==> config.mk <==
export PLATFORM = sky130hd
export DESIGN_NAME = text_ctrl_bank
export DESIGN_NICKNAME = d
export VERILOG_FILES = /design/src/rtl/tcb_pkg.sv /design/src/rtl/tcb_bus_ctrl.sv /design/src/rtl/tcb_reg_dp.sv /design/src/rtl/text_ctrl_bank.sv
export SDC_FILE = /design/constraint.sdc
export NUM_CORES = 1
export LEC_CHECK = 0
export BUFFER_PORTS_ARGS = -buffer_cell sky130_fd_sc_hd__buf_2
export CORE_ASPECT_RATIO = 0.9
export CORE_MARGIN = 2
export CORE_UTILIZATION = 60
export DETAILED_ROUTE_END_ITERATION = 10
export GPL_ROUTABILITY_DRIVEN = 0
export PLACE_DENSITY_LB_ADDON = 0.3
export SYNTH_ARGS = -nofsm -noshare
export SYNTH_HDL_FRONTEND = slang
export SYNTH_SLANG_ARGS = --single-unit
export TNS_END_PERCENT = 20
==> constraint.sdc <==
create_clock -name clk -period 5.6 [get_ports clk]
set_clock_uncertainty 0.1 [all_clocks]
set_input_delay 0 -clock clk [delete_from_list [all_inputs] [get_ports clk]]
set_output_delay 0 -clock clk [all_outputs]
set_load 0.05 [all_outputs]
==> src/rtl/tcb_pkg.sv <==
package tcb_pkg;

  // Strobes from the bus controller to the register datapath.
  typedef struct packed {
    logic       ptrLoad;  // first byte after a write address
    logic       wrByte;   // later written byte
    logic       rdDone;   // a read byte has been shifted out
    logic [7:0] data;     // received byte
  } busStrb_t;

  typedef enum logic [2:0] {
    S_IDLE,
    S_ADDR,
    S_ADDR_ACK,
    S_WDATA,
    S_WACK,
    S_RDATA,
    S_RACK,
    S_IGNORE
  } busState_t;

endpackage

==> src/rtl/tcb_bus_ctrl.sv <==
module tcb_bus_ctrl
  import tcb_pkg::*;
#(
  parameter logic [6:0] DEV_ADDR    = 7'h11,
  parameter int         SYNC_STAGES = 2
) (
  input  logic     clk,
  input  logic     rstN,
  input  logic     sclIn,
  input  logic     sdaIn,
  input  logic [7:0] rdData,
  output logic     sdaOe,
  output busStrb_t strb
);

  logic [SYNC_STAGES-1:0] sclSh, sdaSh;
  logic sclS, sdaS, sclQ, sdaQ;
  logic sclRise, sclFall, startDet, stopDet;
  busState_t state;
  logic [3:0] bitCnt;
  logic [7:0] rxReg, txReg;
  logic isRead, firstByte, masterAck;

  // input synchronisers
  always_ff @(posedge clk or negedge rstN) begin
    if (!rstN) begin
      sclSh <= '1;
      sdaSh <= '1;
      sclQ  <= 1'b1;
      sdaQ  <= 1'b1;
    end else begin
      sclSh <= {sclSh[SYNC_STAGES-2:0], sclIn};
      sdaSh <= {sdaSh[SYNC_STAGES-2:0], sdaIn};
      sclQ  <= sclS;
      sdaQ  <= sdaS;
    end
  end

  assign sclS     = sclSh[SYNC_STAGES-1];
  assign sdaS     = sdaSh[SYNC_STAGES-1];
  assign sclRise  = sclS & ~sclQ;
  assign sclFall  = ~sclS & sclQ;
  assign startDet = sclS & sclQ & sdaQ & ~sdaS;
  assign stopDet  = sclS & sclQ & ~sdaQ & sdaS;

  always_ff @(posedge clk or negedge rstN) begin
    if (!rstN) begin
      state     <= S_IDLE;
      bitCnt    <= '0;
      rxReg     <= '0;
      txReg     <= '0;
      isRead    <= 1'b0;
      firstByte <= 1'b0;
      masterAck <= 1'b0;
      sdaOe     <= 1'b0;
      strb      <= '0;
    end else begin
      strb.ptrLoad <= 1'b0;
      strb.wrByte  <= 1'b0;
      strb.rdDone  <= 1'b0;
      if (startDet) begin
        state  <= S_ADDR;
        bitCnt <= '0;
        sdaOe  <= 1'b0;
      end else if (stopDet) begin
        state <= S_IDLE;
        sdaOe <= 1'b0;
      end else begin
        case (state)
          S_ADDR: begin
            if (sclRise) begin
              rxReg  <= {rxReg[6:0], sdaS};
              bitCnt <= bitCnt + 4'd1;
            end else if (sclFall && bitCnt == 4'd8) begin
              if (rxReg[7:1] == DEV_ADDR) begin
                isRead <= rxReg[0];
                sdaOe  <= 1'b1;
                state  <= S_ADDR_ACK;
              end else begin
                state <= S_IGNORE;
              end
            end
          end
          S_ADDR_ACK: begin
            if (sclFall) begin
              bitCnt <= '0;
              if (isRead) begin
                txReg <= rdData;
                sdaOe <= ~rdData[7];
                state <= S_RDATA;
              end else begin
                sdaOe     <= 1'b0;
                firstByte <= 1'b1;
                state     <= S_WDATA;
              end
            end
          end
          S_WDATA: begin
            if (sclRise) begin
              rxReg  <= {rxReg[6:0], sdaS};
              bitCnt <= bitCnt + 4'd1;
            end else if (sclFall && bitCnt == 4'd8) begin
              strb.data <= rxReg;
              if (firstByte) strb.ptrLoad <= 1'b1;
              else           strb.wrByte  <= 1'b1;
              sdaOe <= 1'b1;
              state <= S_WACK;
            end
          end
          S_WACK: begin
            if (sclFall) begin
              sdaOe     <= 1'b0;
              bitCnt    <= '0;
              firstByte <= 1'b0;
              state     <= S_WDATA;
            end
          end
          S_RDATA: begin
            if (sclRise) begin
              bitCnt <= bitCnt + 4'd1;
            end else if (sclFall) begin
              if (bitCnt == 4'd8) begin
                sdaOe <= 1'b0;
                state <= S_RACK;
              end else begin
                txReg <= {txReg[6:0], 1'b0};
                sdaOe <= ~txReg[6];
              end
            end
          end
          S_RACK: begin
            if (sclRise) begin
              strb.rdDone <= 1'b1;
              masterAck   <= ~sdaS;
            end else if (sclFall) begin
              if (masterAck) begin
                txReg  <= rdData;
                sdaOe  <= ~rdData[7];
                bitCnt <= '0;
                state  <= S_RDATA;
              end else begin
                state <= S_IGNORE;
              end
            end
          end
          default: ;
        endcase
      end
    end
  end

  // a mismatched address keeps the slave silent
  a_r1_ignore_quiet: assert property (@(posedge clk) disable iff (!rstN)
    state == S_IGNORE |-> !sdaOe);

  // every start condition re-arms address reception
  a_r1_start_rearm: assert property (@(posedge clk) disable iff (!rstN)
    $past(startDet) |-> state == S_ADDR);

  // at most one strobe per cycle toward the datapath
  a_r3_one_strobe: assert property (@(posedge clk) disable iff (!rstN)
    $onehot0({strb.ptrLoad, strb.wrByte, strb.rdDone}));

  // a NACK from the master releases SDA for good
  a_r9_nack_release: assert property (@(posedge clk) disable iff (!rstN)
    (state == S_RACK && sclFall && !masterAck) |=> (!sdaOe && state == S_IGNORE));

endmodule

==> src/rtl/tcb_reg_dp.sv <==
module tcb_reg_dp
  import tcb_pkg::*;
#(
  parameter int NUM_WR_REGS = 11,
  parameter int COLS        = 40,
  parameter int ROWS        = 26,
  parameter int CH_W        = 3,
  parameter int ROW_W       = 5,
  parameter int COL_W       = 6
) (
  input  logic     clk,
  input  logic     rstN,
  input  busStrb_t strb,
  input  logic     syncGood,
  input  logic     dataGood,
  input  logic     field60,
  input  logic [7:0] memRdData,
  output logic [7:0] rdData,
  output logic [NUM_WR_REGS-1:0][7:0] regOut,
  output logic     memWe,
  output logic [7:0] memWdata,
  output logic [CH_W-1:0]  memChapter,
  output logic [ROW_W-1:0] memRow,
  output logic [COL_W-1:0] memCol
);

  localparam int PTR_W   = $clog2(NUM_WR_REGS + 1);
  localparam logic [PTR_W-1:0] TOP = PTR_W'(NUM_WR_REGS);
  localparam int CH_IDX  = NUM_WR_REGS - 3;
  localparam int ROW_IDX = NUM_WR_REGS - 2;
  localparam int COL_IDX = NUM_WR_REGS - 1;
  localparam logic [7:0] COL_LAST = 8'(COLS - 1);
  localparam logic [7:0] ROW_LAST = 8'(ROWS - 1);
  localparam logic [7:0] TOP_BYTE = 8'(NUM_WR_REGS);

  logic [NUM_WR_REGS-1:0][7:0] regQ;
  logic [PTR_W-1:0] ptr;
  logic atTop, statusSel, memAccess, colEnd;
  logic [7:0] nextCol, nextRow, statusWord;

  function automatic logic [7:0] rstVal(int idx);
    return (idx == 5 || idx == 6) ? 8'h03 : 8'h00;
  endfunction

  assign atTop      = (ptr == TOP);
  assign statusSel  = regQ[0][0];
  assign memWe      = strb.wrByte & atTop;
  assign memAccess  = memWe | (strb.rdDone & atTop & ~statusSel);
  assign colEnd     = regQ[COL_IDX] >= COL_LAST;
  assign nextCol    = colEnd ? 8'h00 : regQ[COL_IDX] + 8'd1;
  assign nextRow    = (regQ[ROW_IDX] >= ROW_LAST) ? 8'h00 : regQ[ROW_IDX] + 8'd1;
  assign statusWord = {field60 & syncGood, 5'b0, dataGood, syncGood};

  always_comb begin
    if (!atTop)         rdData = 8'h00;
    else if (statusSel) rdData = statusWord;
    else                rdData = memRdData;
  end

  always_ff @(posedge clk or negedge rstN) begin
    if (!rstN) begin
      ptr <= '0;
    end else if (strb.ptrLoad) begin
      ptr <= (strb.data > TOP_BYTE) ? TOP : strb.data[PTR_W-1:0];
    end else if ((strb.wrByte || strb.rdDone) && !atTop) begin
      ptr <= ptr + 1'b1;
    end
  end

  always_ff @(posedge clk or negedge rstN) begin
    if (!rstN) begin
      for (int i = 0; i < NUM_WR_REGS; i++) regQ[i] <= rstVal(i);
    end else begin
      for (int i = 0; i < NUM_WR_REGS; i++) begin
        if (strb.wrByte && ptr == PTR_W'(i))
          regQ[i] <= strb.data;
        else if (memAccess && i == COL_IDX)
          regQ[i] <= nextCol;
        else if (memAccess && colEnd && i == ROW_IDX)
          regQ[i] <= nextRow;
      end
    end
  end

  assign regOut     = regQ;
  assign memWdata   = strb.data;
  assign memChapter = regQ[CH_IDX][CH_W-1:0];
  assign memRow     = regQ[ROW_IDX][ROW_W-1:0];
  assign memCol     = regQ[COL_IDX][COL_W-1:0];

  // the pointer stays within the bank
  a_r4_ptr_bound: assert property (@(posedge clk) disable iff (!rstN)
    ptr <= TOP);

  // a RAM write below the last column steps the column by one
  a_r5_col_step: assert property (@(posedge clk) disable iff (!rstN)
    ($past(memWe) && $past(regQ[COL_IDX]) < COL_LAST)
      |-> regQ[COL_IDX] == $past(regQ[COL_IDX]) + 8'd1);

  // a RAM write at the last column wraps it to zero
  a_r5_col_wrap: assert property (@(posedge clk) disable iff (!rstN)
    ($past(memWe) && $past(regQ[COL_IDX]) >= COL_LAST) |-> regQ[COL_IDX] == 8'h00);

  // a status read leaves the column alone
  a_r7_status_keeps_col: assert property (@(posedge clk) disable iff (!rstN)
    ($past(strb.rdDone) && $past(atTop) && $past(statusSel)) |-> $stable(regQ[COL_IDX]));

endmodule

==> src/rtl/text_ctrl_bank.sv <==
module text_ctrl_bank
  import tcb_pkg::*;
#(
  parameter logic [6:0] DEV_ADDR    = 7'h11,
  parameter int         SYNC_STAGES = 2,
  parameter int         NUM_WR_REGS = 11,
  parameter int         COLS        = 40,
  parameter int         ROWS        = 26,
  parameter int         CH_W        = 3,
  parameter int         ROW_W       = 5,
  parameter int         COL_W       = 6
) (
  input  logic clk,
  input  logic rstN,
  input  logic sclIn,
  input  logic sdaIn,
  output logic sdaOe,
  input  logic syncGood,
  input  logic dataGood,
  input  logic field60,
  input  logic [7:0] memRdData,
  output logic memWe,
  output logic [7:0] memWdata,
  output logic [CH_W-1:0] memChapter,
  output logic [ROW_W-1:0] memRow,
  output logic [COL_W-1:0] memCol,
  output logic [NUM_WR_REGS-1:0][7:0] regOut
);

  busStrb_t   strb;
  logic [7:0] rdData;

  tcb_bus_ctrl #(
    .DEV_ADDR   (DEV_ADDR),
    .SYNC_STAGES(SYNC_STAGES)
  ) u_ctrl (
    .clk   (clk),
    .rstN  (rstN),
    .sclIn (sclIn),
    .sdaIn (sdaIn),
    .rdData(rdData),
    .sdaOe (sdaOe),
    .strb  (strb)
  );

  tcb_reg_dp #(
    .NUM_WR_REGS(NUM_WR_REGS),
    .COLS       (COLS),
    .ROWS       (ROWS),
    .CH_W       (CH_W),
    .ROW_W      (ROW_W),
    .COL_W      (COL_W)
  ) u_dp (
    .clk       (clk),
    .rstN      (rstN),
    .strb      (strb),
    .syncGood  (syncGood),
    .dataGood  (dataGood),
    .field60   (field60),
    .memRdData (memRdData),
    .rdData    (rdData),
    .regOut    (regOut),
    .memWe     (memWe),
    .memWdata  (memWdata),
    .memChapter(memChapter),
    .memRow    (memRow),
    .memCol    (memCol)
  );

endmodule

==> impl_results.rst <==
.. list-table::
   :header-rows: 1

   * - Metric
     - Value
   * - Worst-case hold slack
     - 102.3 ps
   * - Antenna violations before repair
     - 0
   * - Initial standard-cell utilization of the core
     - 62.48%
   * - Leading cell types by total area after synthesis
     - dfrtp_1 (48%), mux2_2 (16%), dfstp_2 (4.1%)
   * - Vias after detailed routing
     - 4543
   * - Maximum vdd ir drop
     - 0.2445 mV
   * - Initial detailed-routing violation count
     - 402
   * - Post-synth EDFFs
     - 0
   * - Antenna diode instance count
     - 0
   * - Post-synthesis cell area
     - 0.006485 mm²
   * - Post-layout nets
     - 654
   * - Share of synthesized flip-flops with an asynchronous set or reset
     - 100.0%
   * - HPWL reported at the end of detailed placement
     - 9414 µm
   * - Post-detailed-routing wire length
     - 14570 µm
   * - Sequential Area
     - 0.003391 mm²
   * - Setup repair after global routing missed its margin
     - no
   * - Reported max-cap violation count
     - 0
   * - Part of the Yosys area used for sequential elements
     - 52.29%
   * - Layer with the highest usage
     - met2
   * - GRT met1 Usage
     - 35.55%
   * - Biggest cell delay along the critical path
     - 940 ps
   * - Max Fanout on Critical Path
     - 16
   * - Number of nets in the synthesized netlist
     - 545
   * - Final count of hold timing violations
     - 0
   * - Cells resized by post-CTS repair
     - 0
   * - Layout cells sized above 1
     - 44.86%
   * - Cell count after synthesis
     - 520
   * - Die area
     - 0.01166 mm²
   * - Area taken by multi-input logic gates
     - 0.002703 mm²
   * - Critical path capture point type
     - register
   * - Largest net degree at the start of global routing
     - 80
   * - Leading register cell type out of synthesis
     - dfrtp_1
   * - Period utilisation layout
     - 42.51%
   * - Critical Path AT
     - 2570 ps
   * - Width of the die
     - 113.6 µm
   * - Path category of the worst min-delay check
     - in2async
   * - Met3 Resource Use GR
     - 6.996%
   * - TNS Setup
     - 0 ps
   * - Number of buffers added by the clock tree synthesis step
     - 17
   * - Count of synthesis-stage warnings from yosys
     - 0
   * - Mean Syn Cell Area
     - 12.47 µm²
   * - Area grow syn2layout
     - 18.14%
   * - Total Routing Usage GR
     - 25.95%
   * - Power density relative to cell area
     - 305.5 mW/mm²
   * - Number of placement rows
     - 35
   * - Routed vias/inst
     - 5.892
   * - Clock tree from TritonCTS
     - yes
   * - Final Critical Period
     - 2380 ps
   * - Wirelength per Cell
     - 18.89 µm
   * - Setup Buffers After CTS
     - 0
   * - IO Count
     - 127
   * - Critical Setup Path Class
     - reg2reg
   * - Wire length of the first global-routing pass
     - 23200 µm
   * - Met2 track utilization from global routing
     - 40.12%
   * - Worst-skew pair later-pin latency
     - 410 ps
   * - Number of filler instances in the final layout
     - 706
   * - Vert. Die Dim
     - 102.6 µm
   * - Slew @ Worst Pin
     - 959.7 ps
   * - FF+latch count, synth
     - 135
   * - Top cell type's share of synthesized area
     - 48.23%
   * - Max H-tree Level
     - 4
   * - Critical Path Source Type
     - register
   * - Final setup violation count
     - 0
   * - GRT Residual Overflow
     - 0
   * - TritonCTS sink count
     - 135
   * - Run status
     - finished, final reports clean
   * - Root Buffer
     - clkbuf_16
   * - Slew Limit Fails
     - 0
   * - Antenna-violating nets left
     - 0
   * - Slowest stage cell on the critical path
     - dfrtp_1
   * - Max-Slew Margin vs Limit
     - 36.02%
   * - Count of input and output buffers
     - 126
   * - Clock-pin slew of the registers on the worst-case setup and hold paths
     - 60 ps
   * - Number of design rule violations left after detail routing
     - 0
   * - First-pass DRT Iterations
     - 5
   * - Via count of the first global-routing pass
     - 4431
   * - Count of cell types in the netlist
     - 77
   * - Core footprint
     - 0.01038 mm²
   * - Cell taking the most area after synthesis
     - dfrtp_1
   * - Static Leak
     - 0.003895 µW
   * - Max Clk Rate
     - 0.4201 GHz
   * - Required time reported for the critical path endpoint
     - 5790 ps
   * - Worst-case clock buffer depth
     - 2
   * - Cells along the critical path
     - and3b_2 -> o21ai_2 -> or4_1 -> o311ai_0
## stage by stage
stage	instance area (µm²)	total power, µW	utilization, %	instances	setup WS (ps)
finish	7661	2340	73.82	771	3220
detailed placement	6959	1269	67.05	727	3278
CTS	7661	2359	73.82	771	3249
floorplan	6485	1217	-	520	3504
global placement	6959	1258	67.05	727	3335
global route	7661	2421	73.82	771	3055
## kinds of logic (layout without fill, tap and decap cells)
group                      Yosys count  in the layout  share of synthesized area (%)
muxes                              102            102                          17.58
xor gates and xnor gates             3              3                         0.4052
adders and majority gates           10             10                          1.929
DFF                                135            135                          52.29
AOI/OAI and AO/OA                   75             75                          8.702
buffers and inverters               66            188                          6.039
and+or+nand+nor                    129            129                          13.06
## critical path, delay by kind of cell (launching register included)
family | cells | cell delay, ps
compound gates | 2 | 280
simple gates | 2 | 930
flops | 1 | 940
## repair_timing
action / in CTS / in global routing
endpoints found under the hold margin: 65 / 0
endpoints found under the setup margin: 0 / 0
hold buffers: 12 / 0
## layout by cell type, fill, tap and decap left out, types with 6 or more instances in the layout
master / n
o211ai_1: 7
nand3_1: 15
nor2_1: 13
inv_1: 16
dfstp_2: 10
nand2b_1: 6
a22o_1: 11
clkbuf_16: 17
mux2i_1: 7
mux2_2: 95
dlygate4sd3_1: 12
o21ai_0: 9
nand2_1: 32
buf_2: 125
a21oi_1: 13
ha_1: 10
dfrtp_1: 125
nor3_1: 10
## per-layer routing
metal | share of wire (%) | up-vias | routed length [µm]
met1 | 44 | 2252 | 6447
met5 | 0 | - | 0
met2 | 47 | 186 | 6812
met3 | 7.0 | 27 | 1022
li1 | - | 2078 | -
met4 | 2.0 | 0 | 286
## cell type report
type / instances / area share (%)
clock buffers: 23 / 6.369
clock inverters: 9 / 1.225
inverters: 17 / 0.8329
multi-input cells: 319 / 35.28
flip-flops and latches: 135 / 44.26
well taps: 129 / 2.107
repair buffers: 139 / 9.930
## report_power, final
part | total, µW | leakage [µW] | internal (µW) | switching [µW]
Combinational | 169 | 0.00179 | 83.0 | 85.7
Sequential | 1090 | 0.00182 | 1030 | 64.6
Clock | 1080 | 0.000280 | 661 | 419
Total | 2340 | 0.00390 | 1770 | 569
## synthesized netlist by cell type (5+ instances only)
| cell | instances |
|---|---|
| nand3_1 | 15 |
| a22o_1 | 11 |
| nor4_1 | 5 |
| a21oi_1 | 13 |
| dfstp_2 | 10 |
| nor3_1 | 10 |
| inv_1 | 16 |
| buf_4 | 28 |
| mux2_2 | 95 |
| o21ai_0 | 9 |
| nor2_1 | 13 |
| mux2i_1 | 7 |
| ha_1 | 10 |
| o211ai_1 | 7 |
| buf_2 | 5 |
| nand2b_1 | 6 |
| clkbuf_1 | 9 |
| nand2_1 | 32 |
| dfrtp_1 | 125 |
## flip-flops by register name (all words and copies together), names as in the netlist
register,flops
u_ctrl.sclSh,2
u_ctrl.sdaOe,1
u_ctrl.isRead,1
u_ctrl.masterAck,1
u_dp.memChapter,3
u_dp.regOut,74
u_ctrl.txReg,7
u_ctrl.rxReg,8
u_ctrl.firstByte,1
u_ctrl.strb,11
u_dp.memRow,5
u_ctrl.bitCnt,4
u_ctrl.sdaSh,2
u_dp.ptr,4
u_ctrl.sdaQ,1
u_dp.memCol,6
u_ctrl.sclQ,1
u_ctrl.state,3
## path summary, 6_finish.rpt
kind	startpoint	end	slack, ps	cells past startpoint
max in group asynchronous	rstN	u_dp.regOut[86]	3830	3
min in group clk	memRdData[7]	u_ctrl.sdaOe	110	5
worst max-delay path	u_dp.ptr[3]	u_dp.memCol[4]	3220	4
worst min register to register	u_ctrl.sclSh[0]	u_ctrl.sclSh[1]	250	0
worst min-delay path	rstN	u_dp.regOut[50]	100	2
worst max register to register	u_dp.ptr[3]	u_dp.memCol[4]	3220	4
Power figures use the tool's default switching activity.
